## src/rtl/lcdw_pkg.sv

```systemverilog
// Shared types and helpers for the LCD write-cycle generator.
// Assumes: all cycle counts are positive integers.
package lcdw_pkg;

    typedef enum logic [1:0] {
        ST_IDLE  = 2'd0,
        ST_SETUP = 2'd1,
        ST_EHI   = 2'd2,
        ST_WAIT  = 2'd3
    } lcdw_state_e;

    // Larger of two integers, used to size the shared counter.
    function automatic int imax(input int a, input int b);
        return (a > b) ? a : b;
    endfunction

endpackage

```

## src/rtl/lcdw_timer.sv

```systemverilog
// Shared phase counter: counts up every cycle and is cleared on request.
// Reports a hit when the count equals the terminal count minus one.
// Assumes: term_i is at least 1 whenever hit_o is used.
module lcdw_timer #(
    parameter int CNT_W = 18
) (
    input  logic             clk,
    input  logic             rst_n,
    input  logic             clr_i,
    input  logic [CNT_W-1:0] term_i,
    output logic [CNT_W-1:0] cnt_o,
    output logic             hit_o
);

    logic [CNT_W-1:0] cnt_q;

    // Count up, clear on reset or clear request.
    always_ff @(posedge clk) begin
        if (!rst_n)     cnt_q <= '0;
        else if (clr_i) cnt_q <= '0;
        else            cnt_q <= cnt_q + 1'b1;
    end

    // Terminal compare for the current phase.
    always_comb begin
        hit_o = (cnt_q == (term_i - 1'b1));
    end

    assign cnt_o = cnt_q;

endmodule

```

## src/rtl/lcdw_dly_sel.sv

```systemverilog
// Maps the latched delay class to a completion-wait length in cycles.
// Assumes: every wait parameter fits in CNT_W bits.
module lcdw_dly_sel #(
    parameter int CNT_W     = 18,
    parameter int WAIT0_CYC = 2000,
    parameter int WAIT1_CYC = 5000,
    parameter int WAIT2_CYC = 82000,
    parameter int WAIT3_CYC = 205000
) (
    input  logic [1:0]       cls_i,
    output logic [CNT_W-1:0] cyc_o
);

    localparam logic [CNT_W-1:0] W0 = CNT_W'(WAIT0_CYC);
    localparam logic [CNT_W-1:0] W1 = CNT_W'(WAIT1_CYC);
    localparam logic [CNT_W-1:0] W2 = CNT_W'(WAIT2_CYC);
    localparam logic [CNT_W-1:0] W3 = CNT_W'(WAIT3_CYC);

    // Class-to-length lookup.
    always_comb begin
        unique case (cls_i)
            2'd0:    cyc_o = W0;
            2'd1:    cyc_o = W1;
            2'd2:    cyc_o = W2;
            default: cyc_o = W3;
        endcase
    end

endmodule

```

## src/rtl/lcdw_seq.sv

```systemverilog
// Write-cycle sequencer: latches a request, then steps through setup,
// enable-high and completion-wait phases timed by the shared counter.
// Assumes: the counter is cleared on every phase change and while idle.
module lcdw_seq
    import lcdw_pkg::*;
#(
    parameter int CNT_W     = 18,
    parameter int SETUP_CYC = 4,
    parameter int EHI_CYC   = 16
) (
    input  logic             clk,
    input  logic             rst_n,
    input  logic             start_i,
    input  logic             rs_i,
    input  logic [7:0]       data_i,
    input  logic [1:0]       cls_i,
    input  logic [CNT_W-1:0] wait_cyc_i,
    input  logic [CNT_W-1:0] cnt_i,
    input  logic             hit_i,
    output logic [1:0]       cls_o,
    output logic [CNT_W-1:0] term_o,
    output logic             clr_o,
    output logic             rs_o,
    output logic [7:0]       db_o,
    output logic             e_o,
    output logic             busy_o,
    output logic             done_o
);

    localparam logic [CNT_W-1:0] SETUP_T = CNT_W'(SETUP_CYC);
    localparam logic [CNT_W-1:0] EHI_T   = CNT_W'(EHI_CYC);

    lcdw_state_e      state_q, state_d;
    logic             rs_q, e_q, done_q;
    logic [7:0]       db_q;
    logic [1:0]       cls_q;

    // Next-phase decision.
    always_comb begin
        state_d = state_q;
        unique case (state_q)
            ST_IDLE:  if (start_i) state_d = ST_SETUP;
            ST_SETUP: if (hit_i)   state_d = ST_EHI;
            ST_EHI:   if (hit_i)   state_d = ST_WAIT;
            default:  if (hit_i)   state_d = ST_IDLE;
        endcase
    end

    // Terminal count and counter clear for the current phase.
    always_comb begin
        unique case (state_q)
            ST_SETUP: term_o = SETUP_T;
            ST_EHI:   term_o = EHI_T;
            ST_WAIT:  term_o = wait_cyc_i;
            default:  term_o = CNT_W'(1);
        endcase
        clr_o = (state_q == ST_IDLE) || (state_d != state_q);
    end

    // Phase register, request latch, strobe and done registers.
    always_ff @(posedge clk) begin
        if (!rst_n) begin
            state_q <= ST_IDLE;
            rs_q    <= 1'b0;
            db_q    <= '0;
            cls_q   <= '0;
            e_q     <= 1'b0;
            done_q  <= 1'b0;
        end else begin
            state_q <= state_d;
            if (state_q == ST_IDLE && start_i) begin
                rs_q  <= rs_i;
                db_q  <= data_i;
                cls_q <= cls_i;
            end
            e_q    <= (state_d == ST_EHI);
            done_q <= (state_q == ST_WAIT) && hit_i;
        end
    end

    assign rs_o   = rs_q;
    assign db_o   = db_q;
    assign cls_o  = cls_q;
    assign e_o    = e_q;
    assign done_o = done_q;
    assign busy_o = (state_q != ST_IDLE);

    // Enable rises only after a full setup phase.
    assert_setup_len_R4: assert property (@(posedge clk) disable iff (!rst_n)
        $rose(e_q) |-> ($past(state_q) == ST_SETUP && $past(cnt_i) == SETUP_T - 1'b1));

    // Enable falls only after a full high phase.
    assert_ehi_len_R5: assert property (@(posedge clk) disable iff (!rst_n)
        $fell(e_q) |-> ($past(state_q) == ST_EHI && $past(cnt_i) == EHI_T - 1'b1));

    // Completion wait never runs past its selected length.
    assert_no_overflow_R6: assert property (@(posedge clk) disable iff (!rst_n)
        (state_q == ST_WAIT) |-> (cnt_i < wait_cyc_i));

    // Done is a single-cycle pulse.
    assert_done_pulse_R7: assert property (@(posedge clk) disable iff (!rst_n)
        done_q |=> !done_q);

endmodule

```

## src/rtl/lcdw_gen.sv

```systemverilog
// Top of the LCD write-cycle generator: one 8-bit write per request,
// with setup, enable width and a class-selected completion wait.
// Assumes: defaults are cycle counts for a 50 MHz clock; R/W is never high.
module lcdw_gen #(
    parameter int SETUP_CYC = 4,
    parameter int EHI_CYC   = 16,
    parameter int WAIT0_CYC = 2000,
    parameter int WAIT1_CYC = 5000,
    parameter int WAIT2_CYC = 82000,
    parameter int WAIT3_CYC = 205000
) (
    input  logic       clk,
    input  logic       rst_n,
    input  logic       start_i,
    input  logic       rs_i,
    input  logic [7:0] data_i,
    input  logic [1:0] dly_cls_i,
    output logic       lcd_rs_o,
    output logic       lcd_rw_o,
    output logic       lcd_e_o,
    output logic [7:0] lcd_db_o,
    output logic       busy_o,
    output logic       done_o
);
    import lcdw_pkg::*;

    localparam int MAX_CYC = imax(imax(imax(SETUP_CYC, EHI_CYC), imax(WAIT0_CYC, WAIT1_CYC)),
                                  imax(WAIT2_CYC, WAIT3_CYC));
    localparam int CNT_W   = $clog2(MAX_CYC + 1);

    logic [1:0]       cls;
    logic [CNT_W-1:0] wait_cyc, term, cnt;
    logic             clr, hit;

    lcdw_timer #(.CNT_W(CNT_W)) u_timer (
        .clk    (clk),
        .rst_n  (rst_n),
        .clr_i  (clr),
        .term_i (term),
        .cnt_o  (cnt),
        .hit_o  (hit)
    );

    lcdw_dly_sel #(
        .CNT_W     (CNT_W),
        .WAIT0_CYC (WAIT0_CYC),
        .WAIT1_CYC (WAIT1_CYC),
        .WAIT2_CYC (WAIT2_CYC),
        .WAIT3_CYC (WAIT3_CYC)
    ) u_dly (
        .cls_i (cls),
        .cyc_o (wait_cyc)
    );

    lcdw_seq #(
        .CNT_W     (CNT_W),
        .SETUP_CYC (SETUP_CYC),
        .EHI_CYC   (EHI_CYC)
    ) u_seq (
        .clk        (clk),
        .rst_n      (rst_n),
        .start_i    (start_i),
        .rs_i       (rs_i),
        .data_i     (data_i),
        .cls_i      (dly_cls_i),
        .wait_cyc_i (wait_cyc),
        .cnt_i      (cnt),
        .hit_i      (hit),
        .cls_o      (cls),
        .term_o     (term),
        .clr_o      (clr),
        .rs_o       (lcd_rs_o),
        .db_o       (lcd_db_o),
        .e_o        (lcd_e_o),
        .busy_o     (busy_o),
        .done_o     (done_o)
    );

    // Write-only interface.
    assign lcd_rw_o = 1'b0;

    // Bus values cannot change while a transaction is running.
    assert_bus_hold_R9: assert property (@(posedge clk) disable iff (!rst_n)
        busy_o |=> ($stable(lcd_db_o) && $stable(lcd_rs_o)));

    // Done coincides with the end of busy.
    assert_done_idle_R8: assert property (@(posedge clk) disable iff (!rst_n)
        done_o |-> (!busy_o && $past(busy_o)));

endmodule

```

## config.mk

```make
export PLATFORM = sky130hd
export DESIGN_NAME = lcdw_gen
export DESIGN_NICKNAME = d
export VERILOG_FILES = /design/src/rtl/lcdw_pkg.sv /design/src/rtl/lcdw_timer.sv /design/src/rtl/lcdw_dly_sel.sv /design/src/rtl/lcdw_seq.sv /design/src/rtl/lcdw_gen.sv
export SDC_FILE = /design/constraint.sdc
export NUM_CORES = 1
export LEC_CHECK = 0
export ABC_AREA = 0
export BUFFER_PORTS_ARGS = -buffer_cell sky130_fd_sc_hd__buf_2
export CAP_MARGIN = 20
export CORE_MARGIN = 2
export CORE_UTILIZATION = 50
export DETAILED_ROUTE_END_ITERATION = 10
export MAX_ROUTING_LAYER = met4
export PLACE_DENSITY = 0.77
export SYNTH_ARGS = -nofsm -noshare
export SYNTH_HDL_FRONTEND = slang
export SYNTH_SLANG_ARGS = --single-unit
```

## constraint.sdc

```tcl
create_clock -name clk -period 4.3 [get_ports clk]
set_clock_uncertainty 0.05 [all_clocks]
set_input_delay 0.43 -clock clk [delete_from_list [all_inputs] [get_ports clk]]
set_output_delay 0.43 -clock clk [all_outputs]
set_load 0.01 [all_outputs]
```

# Word level (Yosys, flattened, before mapping)
# Index checks and enable logic that the tools add are counted.
# W data, S select, Z words.
# word_totals
romBits	0
wordCells	32
in_bits	14
mem_count	0
register_bits	33
ram_bits	0
latchBits	0
# classes
n_shift	0
mul	0
order_cmp	0
muxes	7
bitwise_logic	1
reduce_logical	7
n_eq_ne	8
n_addsub	2
div_mod_pow	0
# ops
op	count
$pmux W18 S3	2
$add A18 B1 Y18 const B	1
$eq A18 B18 Y1	1
$sub A18 B1 Y18 const B	1
$eq A2 B2 Y1 const B	4
$mux W2	4
$pmux W2 S3	1
$eq A2 B1 Y1 const B	2
$logic_not A2 Y1	2
$logic_and A1 B1 Y1	2
$ne A2 B2 Y1	1
$reduce_bool A2 Y1	1
$reduce_or A2 Y1	1
$logic_or A1 B1 Y1	1
$not A1 Y1	1

# Depth between registers and ports, before layout
# Gate-level depths: netlist of the first run.
# logic_depth
depth_word	10
mapped_depth	9
depth_no_buf	7

# Hierarchy
# From an unflattened synthesis of the first run, not the netlist that was laid out.
# unflattened
cells_unflattened	282
area_unflattened_um2	2245.9
# by_module_without_submodules
module	n_inst	area_each_um2	cells_each
lcdw_timer	1	1360.1	172
lcdw_seq	1	759.5	89
lcdw_dly_sel	1	115.1	19
lcdw_gen	1	11.3	2

# Worst setup path before layout of the first run
# OpenSTA, ideal clock, no wires.
# synth_path
path_type	register to register
startpoint	register u_seq.cls_q[0] (netlist: u_seq.cls_o[0])
endpoint	register u_seq.state_q[0]
setup_time_ns	0.086
arrival_ns	2.149
path_stages_with_launch	9
synth_period_minus_slack_ns	2.285
path_slack_ns	2.015
n_path_buf	2
path_cell_list	dfxtp_1 buf_4 nand3_1 a2111oi_2 nor3_1 or4_1 buf_2 or3_1 a221oi_2
# synth_between
elab_chain_len	7
word_cells_on_any_way	11
cone_classes	add/sub: 1; eq/ne: 3; mux: 6; reduce/logical: 1
# synth_lines
element	line_no	source
from (decl)	lcdw_seq.sv:36	logic [1:0] cls_q;
from (signal assigned)	lcdw_seq.sv:74	cls_q <= cls_i;
$eq A2 B2 Y1, or another cell as far along	lcdw_dly_sel.sv:21	unique case (cls_i)
$pmux W18 S3 *	lcdw_dly_sel.sv:21	
$pmux W18 S3 *	lcdw_seq.sv:51	unique case (state_q)
$sub A18 B1 Y18 *	lcdw_timer.sv:26	hit_o = (cnt_q == (term_i - 1'b1));
$eq A18 B18 Y1 *	lcdw_timer.sv:26	
$mux W2, on equally long branches	lcdw_seq.sv:45, lcdw_seq.sv:43, lcdw_seq.sv:44	
$pmux W2 S3 *	lcdw_seq.sv:41	unique case (state_q)
to (signal assigned)	lcdw_seq.sv:70	state_q <= state_d;
to (decl)	lcdw_seq.sv:33	lcdw_state_e state_q, state_d;
# Mark *: on every way between the ends. The rest lies on a longest branch, timed or not.
# A chain may end at the register's enable or synchronous reset.

# Worst setup path after layout of the first run
# layout_path
startpoint	register u_seq.state_q[1]
endpoint	register u_seq.state_q[0]
# layout_between
elab_chain_len	6
word_cells_on_any_way	11
cone_classes	add/sub: 1; eq/ne: 4; mux: 5; reduce/logical: 1
# layout_lines
element	line_no
$eq A2 B2 Y1, or another cell as far along	lcdw_seq.sv:51
$pmux W18 S3	lcdw_seq.sv:51
$sub A18 B1 Y18	lcdw_timer.sv:26
$eq A18 B18 Y1	lcdw_timer.sv:26
$mux W2, on equally long branches	lcdw_seq.sv:45, lcdw_seq.sv:43, lcdw_seq.sv:44
$pmux W2 S3 *	lcdw_seq.sv:41
# Marked as above.

==> results of run 1 <==
==> worst register-to-register path, cell delays in order (launching register included) <==
cell and delay, ps:
dfxtp_1 570, nand3_1 170, a2111oi_2 380, nor3_1 100, or4_1 650, or3_1 410, a221oi_2 220
==> through the flow <==
| step | instance area (sq um) | hold slack [ps] |
|---|---|---|
| finish | 1800 | 271 |
| global route | 1800 | 261 |
| CTS | 1800 | 261 |
| detailed placement | 1740 | 397 |
| global placement | 1740 | 393 |
| floorplan | 1630 | 391 |
==> worst max path at each step <==
stage	startpoint	to	slack [ps]	cells after the start
floorplan	u_seq.cls_o[0]	u_seq.state_q[0]	2020	8
global placement	u_seq.state_q[0]	u_timer.cnt_o[6]	1710	7
detailed placement	u_seq.state_q[0]	u_timer.cnt_o[13]	1680	6
CTS	u_seq.state_q[0]	u_timer.cnt_o[13]	1650	7
global route	u_seq.state_q[0]	u_timer.cnt_o[8]	1440	6
finish	u_seq.state_q[1]	u_seq.state_q[0]	1670	6
==> metal layers <==
metal  vias to the layer above  GRT usage (%)  part of all wire (%)
met5                         -              -                     0
met4                         0           7.45                   1.6
met3                         7           6.72                   4.7
met2                        31           29.9                    45
met1                       629           25.9                    49
li1                        735              -                     -
==> logic make-up after synthesis <==
logic type	count (synthesis)
flip-flops	33
other	1
AND/OR/NAND/NOR	102
adder cells (fa/ha/maj)	1
buffers and inverters	19
XOR/XNOR	17
AO/OA/AOI/OAI	32
==> sequential cells by signal, indices dropped and copies added (netlist names) <==
register	flops
u_seq.db_o	8
u_seq.cls_o	2
u_seq.state_q	2
u_seq.rs_o	1
u_seq.done_o	1
u_timer.cnt_o	18
u_seq.e_o	1
==> report_power, final <==
group	total, W	leakage [nW]	internal (W)	switching [W]
sequential	0.000386	0.268	0.000339	0.0000462
combinational	0.000256	0.377	0.0000908	0.000165
clock	0.000170	0.0310	0.0000616	0.000109
==> Yosys cell counts, types with 3 or more instances <==
library cell	instances	area share, %
nor2_1	26	6.0
clkbuf_1	6	1.4
nand2_1	36	8.3
inv_1	6	1.4
buf_4	4	1.8
and4_1	4	2.2
buf_2	3	0.92
dfxtp_1	33	41
a21oi_1	16	4.9
nand3_1	9	2.8
o21ai_0	8	2.5
nor2b_1	3	1.2
nor4_1	5	1.9
and3_1	4	1.5
xor2_1	9	4.8
xnor2_1	8	4.3
nor3_1	4	1.2
==> cell type report <==
cell class | count | share of cell area [%]
Multi-Input combinational cell | 153 | 48.9
Clock inverter | 3 | 0.975
Clock buffer | 5 | 2.09
Tap cell | 44 | 3.06
Sequential cell | 33 | 36.8
Timing Repair Buffer | 25 | 6.96
Inverter | 6 | 1.25
==> flow_summary.ini, run 1 <==
[outcome]
outcome = finished clean

[cells_and_area]
regArea_sq_um = 661
multi_input_area_sq_um = 878
syn2layout_area_growth_pct = 10.3
mostFrequentLayoutCells = 36 x nand2_1, 33 x dfxtp_1, 26 x nor2_1
nFillCells = 297
instances_no_fill = 269
layout_commonest_cell = nand2_1
antenna_cells = 0
fin_nets = 239
drive_gt1_share_pct = 16.9
fin_util_pct = 58.4

[logic_synthesis]
synth_seq_cells = 33
synth_compound_area_share_pct = 13.4
synth_xor_area_share_pct = 9.14
synth_edf_count = 0
synth_top_family_by_area = simple AND/OR/NAND/NOR gates
synth_cell_types = 33
synth_area_sq_um = 1630
synthMuxAreaShare_pct = 0
synth_warnings = 0
synth_simple_gate_area_share_pct = 30.3
synthAdderAreaFrac_pct = 0.768
yosysSeqAreaShare_pct = 40.6
synth.avg_cell_area_sq_um = 7.95
synth_top_flop_cell = dfxtp_1
synthArstFlopShare_pct = 0
syn_inst = 205
syn_nets = 220

[timing]
final-hold-violation-count = 0
period_share_pct = 61.1
fmax_mhz = 381
setup_viol = 0
slew_violations = 0
post-route-min-period_ps = 2630
setup_tns_ps = 0
timing.final.ws_setup_ps = 1670
rsz0062_at_grt = no

[die]
start_util_pct = 52.9
pin_count = 27
die_h_microns = 61.1
die_x_microns = 61.1
dieArea_sq_um = 3730
core_area_sq_um = 3080
num_rows = 20

[power_and_ir_drop]
leakage_nw = 0.676
p_total_w = 0.000811
ir_drop_mv = 0.306
powerDensity_nw_per_um2 = 452

[worst_setup_path]
cp_slowest_cell = or4_1
path_cells = nand3_1 > a2111oi_2 > nor3_1 > or4_1 > or3_1 > a221oi_2
required_ps = 4500
path_delay_family = simple AND/OR/NAND/NOR gates
worstSetupEndpointType = flop
reg2regPathDepth = 6
crit_fanout = 13
timing.rr.start = u_seq.state_q[1]
reg2reg_slack_ps = 1670
start_kind = flop
cp.arrival_ps = 2830
critical_path_class = reg2reg
r2r-end = u_seq.state_q[0]
cpPeakStageDelay_ps = 650
crit_buf_inv = 0

[global_routing]
grt_max_degree = 19
grt_pass1_vias = 1209
grt_usage_pct = 20.3
antenna_found_initial = 0
grt_pass1_wl_microns = 5400
grt.overflow.total = 0

[placement]
place_ws_ps = 1680
place_inst = 261
io_buffers = 25
hpwl_microns = 2350
gp_congestion = 0.875

[routing]
dr_total_vias = 1402
dr.first_iter.drc_count = 90
wl_per_cell_microns = 12.0
wirelength_microns = 3240
via_per_inst = 5.21
drt_first_pass_iters = 4
drcViolationCount = 0
antenna_left = 0

[clock_tree]
clkSinkCount = 33
post_cts_buffers = 0
clock_path_buffers = 2
cts_hold_buffers = 0
clk_pin_slew_ps = 100
cts_buffers = 5
ctsHtreeMaxLevel = 2
post_cts_resized = 0
cts_root_buffer = clkbuf_4
tritoncts = yes
worstSkewPairLatency_ps = 330

[flow_run]
drv_cap = 0

[min_path]
whs_endpoint = u_seq.db_o[2]
hp-start = data_i[2]
min_path_cells = 3
min_path_type = in2reg
Note: power is estimated with default switching activity, not from simulation.
==> run 2, diff against run 1 <==
PLACE_DENSITY = 0.8   (was 0.77)
clock period = 2.15 ns   (was 4.3 ns; I/O delays follow)
==> run 2 against run 1 <==
Compared with the run above:
- worst setup slack worse by 1800 ps
- the flow now finishes with violations (negative setup slack)
- routed wire length grew 24%
- hold slack got worse by 220 ps
- flip-flop and latch count is the same
- sequential power is 96% higher
- global-route usage increased by 4.8 points
- highest routed layer unchanged
- design area increased by 17%
- via count up 12%
- critical path depth is the same
- largest cell class unchanged
- utilization is 10 points higher
==> flow_summary.ini, run 2 (same netlist as run 1, synthesis figures left out) <==
[min_path]
hp-start = data_i[5]
min_path_type = in2reg

[timing]
setup_viol = 21
hold_slack_ps = 47.3
rsz0062_at_grt = yes
slew_violations = 0
timing.final.ws_setup_ps = -87.4
slew_headroom_pct = 64.7
period_share_pct = 104
fmax_mhz = 447
final-hold-violation-count = 0
post-route-min-period_ps = 2240
tightest_slew_ps = 529

[cells_and_area]
finalInstanceArea_sq_um = 2110
antenna_cells = 0
mostFrequentLayoutCells = 36 x nand2_1, 28 x buf_4, 28 x dfxtp_1
syn2layout_area_growth_pct = 29.5
layout_commonest_cell = nand2_1
fin_nets = 268
drive_gt1_share_pct = 31.1
largest_reg_flops = 18
nFillCells = 259

[worst_setup_path]
cp.arrival_ps = 2440
start_kind = flop
required_ps = 2350
worstSetupEndpointType = flop
critical_path_class = reg2reg
timing.rr.start = u_seq.state_q[0]
crit_fanout = 6
crit_start = u_seq.state_q[0]

[routing]
dr.first_iter.drc_count = 85
dr_total_vias = 1572
wl_per_cell_microns = 13.4
wirelength_microns = 4000
drcViolationCount = 0
via_per_inst = 5.28
drt_first_pass_iters = 4
antenna_left = 0

[global_routing]
grt.overflow.total = 0
grt_usage_pct = 25.1
antenna_found_initial = 0
grt_pass1_vias = 1462
grt_pass1_wl_microns = 6620
grt_max_degree = 19

[clock_tree]
worstSkewPairLatency_ps = 340
tritoncts = yes
cts_hold_buffers = 0
cts_root_buffer = clkbuf_4
clk_pin_slew_ps = 100
cts_buffers = 5
ctsHtreeMaxLevel = 2
clock_path_buffers = 2
clkSinkCount = 33

[power_and_ir_drop]
leakage_nw = 0.842
p_total_w = 0.00200
powerDensity_nw_per_um2 = 948
ir_drop_mv = 0.693

[die]
die_x_microns = 61.1
start_util_pct = 52.9
dieArea_sq_um = 3730
core_area_sq_um = 3080
num_rows = 20
pin_count = 27
die_h_microns = 61.1

[placement]
place_ws_ps = -187
gp_congestion = 0.861
post_dp_cell_area_sq_um = 2000
hpwl_microns = 2830
io_buffers = 25

[outcome]
outcome = finished with violations
violations = negative setup slack

[flow_run]
drv_cap = 0
run 2: cell count changes in the layout (fill, tap and decap cells not counted), sizes merged:
cell / delta
buf: +29
clkbuf: +1
clkinvlp: -1
run 2: worst max-delay path: stages, from the launching register on:
cell      delay (ps)
dfxtp_4          390
and2_4           180
nor4_1           220
nor3_1           110
or4_4            570
or3_4            410
a221oi_2         220
run 2: area by class of cell:
| class | instances | area [sq um] | area share [%] |
|---|---|---|---|
| Clock buffer | 6 | 41.3 | 1.96 |
| Clock inverter | 2 | 10.0 | 0.474 |
| Inverter | 6 | 22.5 | 1.07 |
| Multi-Input combinational cell | 153 | 953 | 45.2 |
| Sequential cell | 33 | 672 | 31.9 |
| Tap cell | 44 | 55.1 | 2.61 |
| Timing Repair Buffer | 54 | 355 | 16.8 |
run 2: report_power, final:
group / total [W] / leakage (nW) / internal [W] / switching [W]
logic: 0.000903 / 0.539 / 0.000427 / 0.000475
clock network: 0.000340 / 0.0320 / 0.000124 / 0.000215
registers: 0.000757 / 0.271 / 0.000690 / 0.0000673
total: 0.00200 / 0.842 / 0.00124 / 0.000758
run 2: worst paths after layout:
check | to | slack (ps) | cells past startpoint
worst min register to register | u_seq.rs_o | 410 | 2
worst max-delay path | u_seq.state_q[0] | -90 | 6
worst min-delay path | u_seq.db_o[5] | 50 | 3
worst max register to register | u_seq.state_q[0] | -90 | 6
run 2: through the flow:
step	util (%)	TNS [ps]	cells
final	68.5	-1330	298
after CTS	68.5	-779	298
after floorplan	-	-52.8	205
after global placement	64.8	-203	289
after detailed placement	64.8	-1100	289
after global routing	68.5	-2860	298
run 2: layer usage:
metal / GRT usage (%) / routed length (microns)
met1: 30.8 / 1810
met2: 40.0 / 1920
met3: 6.72 / 198
met4: 8.39 / 72
met5: - / 0
run 2: what timing repair did:
item / in CTS / in global routing
gates resized for setup: 10 / 1
pin swaps: 1 / 0
gates cloned: 0 / 0
setup endpoints to repair: 22 / 22
setup buffers: 1 / 0
==> run 3, diff against run 2 <==
REMOVE_ABC_BUFFERS = 1   (was default)
SLEW_MARGIN = 20   (was default)
==> run 3 against run 2 <==
Compared with the run above:
- the flow still finishes with violations (negative setup slack)
- die area did not move
- register-to-register slack got worse by 90 ps
- utilization rose by 0.45 points
- non-clock buffer count fell by 3
- combinational power rose by 3.2%
- design area rose by 0.65%
- cell count fell by 1.0%
- first-iteration DRC count rose by 62%
- hold slack got worse by 4.8 ps
- global-route usage fell by 2.5 points
- critical path type unchanged
- critical endpoint is now u_seq.state_q[1]
==> flow_summary.ini, run 3 (same netlist as run 1, synthesis figures left out) <==
[outcome]
outcome = finished with violations
violations = negative setup slack

[timing]
period_share_pct = 108
final-hold-violation-count = 0
timing.final.ws_setup_ps = -176
setup_viol = 21
slew_violations = 0
setup_tns_ps = -2610
post-route-min-period_ps = 2330
fmax_mhz = 430
hold_slack_ps = 42.5
tightest_slew_ps = 517
rsz0062_at_grt = yes
slew_headroom_pct = 65.5

[cells_and_area]
antenna_cells = 0
drive_gt1_share_pct = 31.1
mostFrequentLayoutCells = 36 x nand2_1, 29 x dfxtp_1, 25 x nor2_1, 25 x buf_2, 24 x buf_4
largest_reg_flops = 18
nFillCells = 250
fin_nets = 265
layout_commonest_cell = nand2_1
fin_util_pct = 69.0
syn2layout_area_growth_pct = 30.3
finalInstanceArea_sq_um = 2120

[routing]
wl_per_cell_microns = 14.3
drt_first_pass_iters = 4
via_per_inst = 5.48
dr_total_vias = 1617
dr.first_iter.drc_count = 138
drcViolationCount = 0
antenna_left = 0
wirelength_microns = 4210

[worst_setup_path]
start_kind = flop
required_ps = 2380
critical_path_class = reg2reg
crit_fanout = 7
cp.arrival_ps = 2560
worstSetupEndpointType = flop

[die]
start_util_pct = 52.9
pin_count = 27
die_x_microns = 61.1
die_h_microns = 61.1
num_rows = 20
core_area_sq_um = 3080
dieArea_sq_um = 3730

[clock_tree]
worstSkewPairLatency_ps = 340
cts_buffers = 5
cts_hold_buffers = 0
tritoncts = yes
clock_path_buffers = 2
cts_root_buffer = clkbuf_4
ctsHtreeMaxLevel = 2
clkSinkCount = 33
clk_pin_slew_ps = 120

[global_routing]
grt_pass1_wl_microns = 5930
antenna_found_initial = 0
grt_usage_pct = 22.6
grt_pass1_vias = 1325
grt.overflow.total = 0
grt_max_degree = 19

[power_and_ir_drop]
pwr-share-comb_pct = 45.3
internal_power_w = 0.00125
leakage_nw = 0.833
p_switching_w = 0.000812
p_total_w = 0.00206
seqPwrFrac_pct = 37.2
powerDensity_nw_per_um2 = 970
switching_share_pct = 39.4
clkPwrFrac_pct = 17.5
ir_drop_mv = 0.667

[flow_run]
drv_cap = 0

[placement]
post_dp_cell_area_sq_um = 1940
gp_congestion = 0.880
hpwl_microns = 2680
io_buffers = 25

[min_path]
min_path_type = in2reg
[run 3: what timing repair did]
item,4_1_cts,5_1_grt
endpoints found under the setup margin,22,22
resized for setup,13,12
setup buffers,1,0
pin swaps,9,0
[run 3: final cells by class]
type	instances	area, sq um	area share [%]
clock inverter	3	22.5	1.06
multi-input combinational	153	976	46.0
sequential	33	673	31.7
tap	44	55.1	2.59
timing repair buffer	51	337	15.9
inverter	6	22.5	1.06
clock buffer	5	37.5	1.77
[run 3: power groups by stage]
stage | registers [W] | clock network [W] | logic, W
final | 0.000766 | 0.000361 | 0.000932
after CTS | 0.000742 | 0.000364 | 0.000862
after floorplan | 0.000782 | 0 | 0.000358
after detailed placement | 0.000743 | 0 | 0.000785
after global placement | 0.000742 | 0 | 0.000774
after global routing | 0.000773 | 0.000399 | 0.00100
[run 3: routing by layer]
layer	global-route usage, %	vias up	wire (microns)	part of all wire (%)
li1	-	790	-	-
met3	5.88	16	187	4.4
met2	35.1	51	2130	51
met5	-	-	0	0
met4	11.8	0	145	3.4
met1	26.7	760	1740	41
[run 3: metrics by stage]
| step | instances | setup WS, ps |
|---|---|---|
| after floorplan | 192 | -268 |
| after global routing | 295 | -211 |
| after detailed placement | 286 | -201 |
| after CTS | 295 | -30.8 |
| after global placement | 286 | -173 |
| final | 295 | -176 |
[run 3: worst max-delay path: stages, from the launching register on]
cell and delay [ps]:
dfxtp_4 400, buf_4 140, buf_4 140, xnor2_1 200
o2111ai_1 170, or4_4 470, or4_4 560, nand2_1 120
[run 3: final timing paths]
check                   start                to  slack, ps  cells past startpoint
max          u_seq.state_q[1]  u_seq.state_q[1]       -180                      7
min                 data_i[5]     u_seq.db_o[5]         40                      3
max reg2reg  u_seq.state_q[1]  u_seq.state_q[1]       -180                      7
min reg2reg        u_seq.rs_o        u_seq.rs_o        410                      2
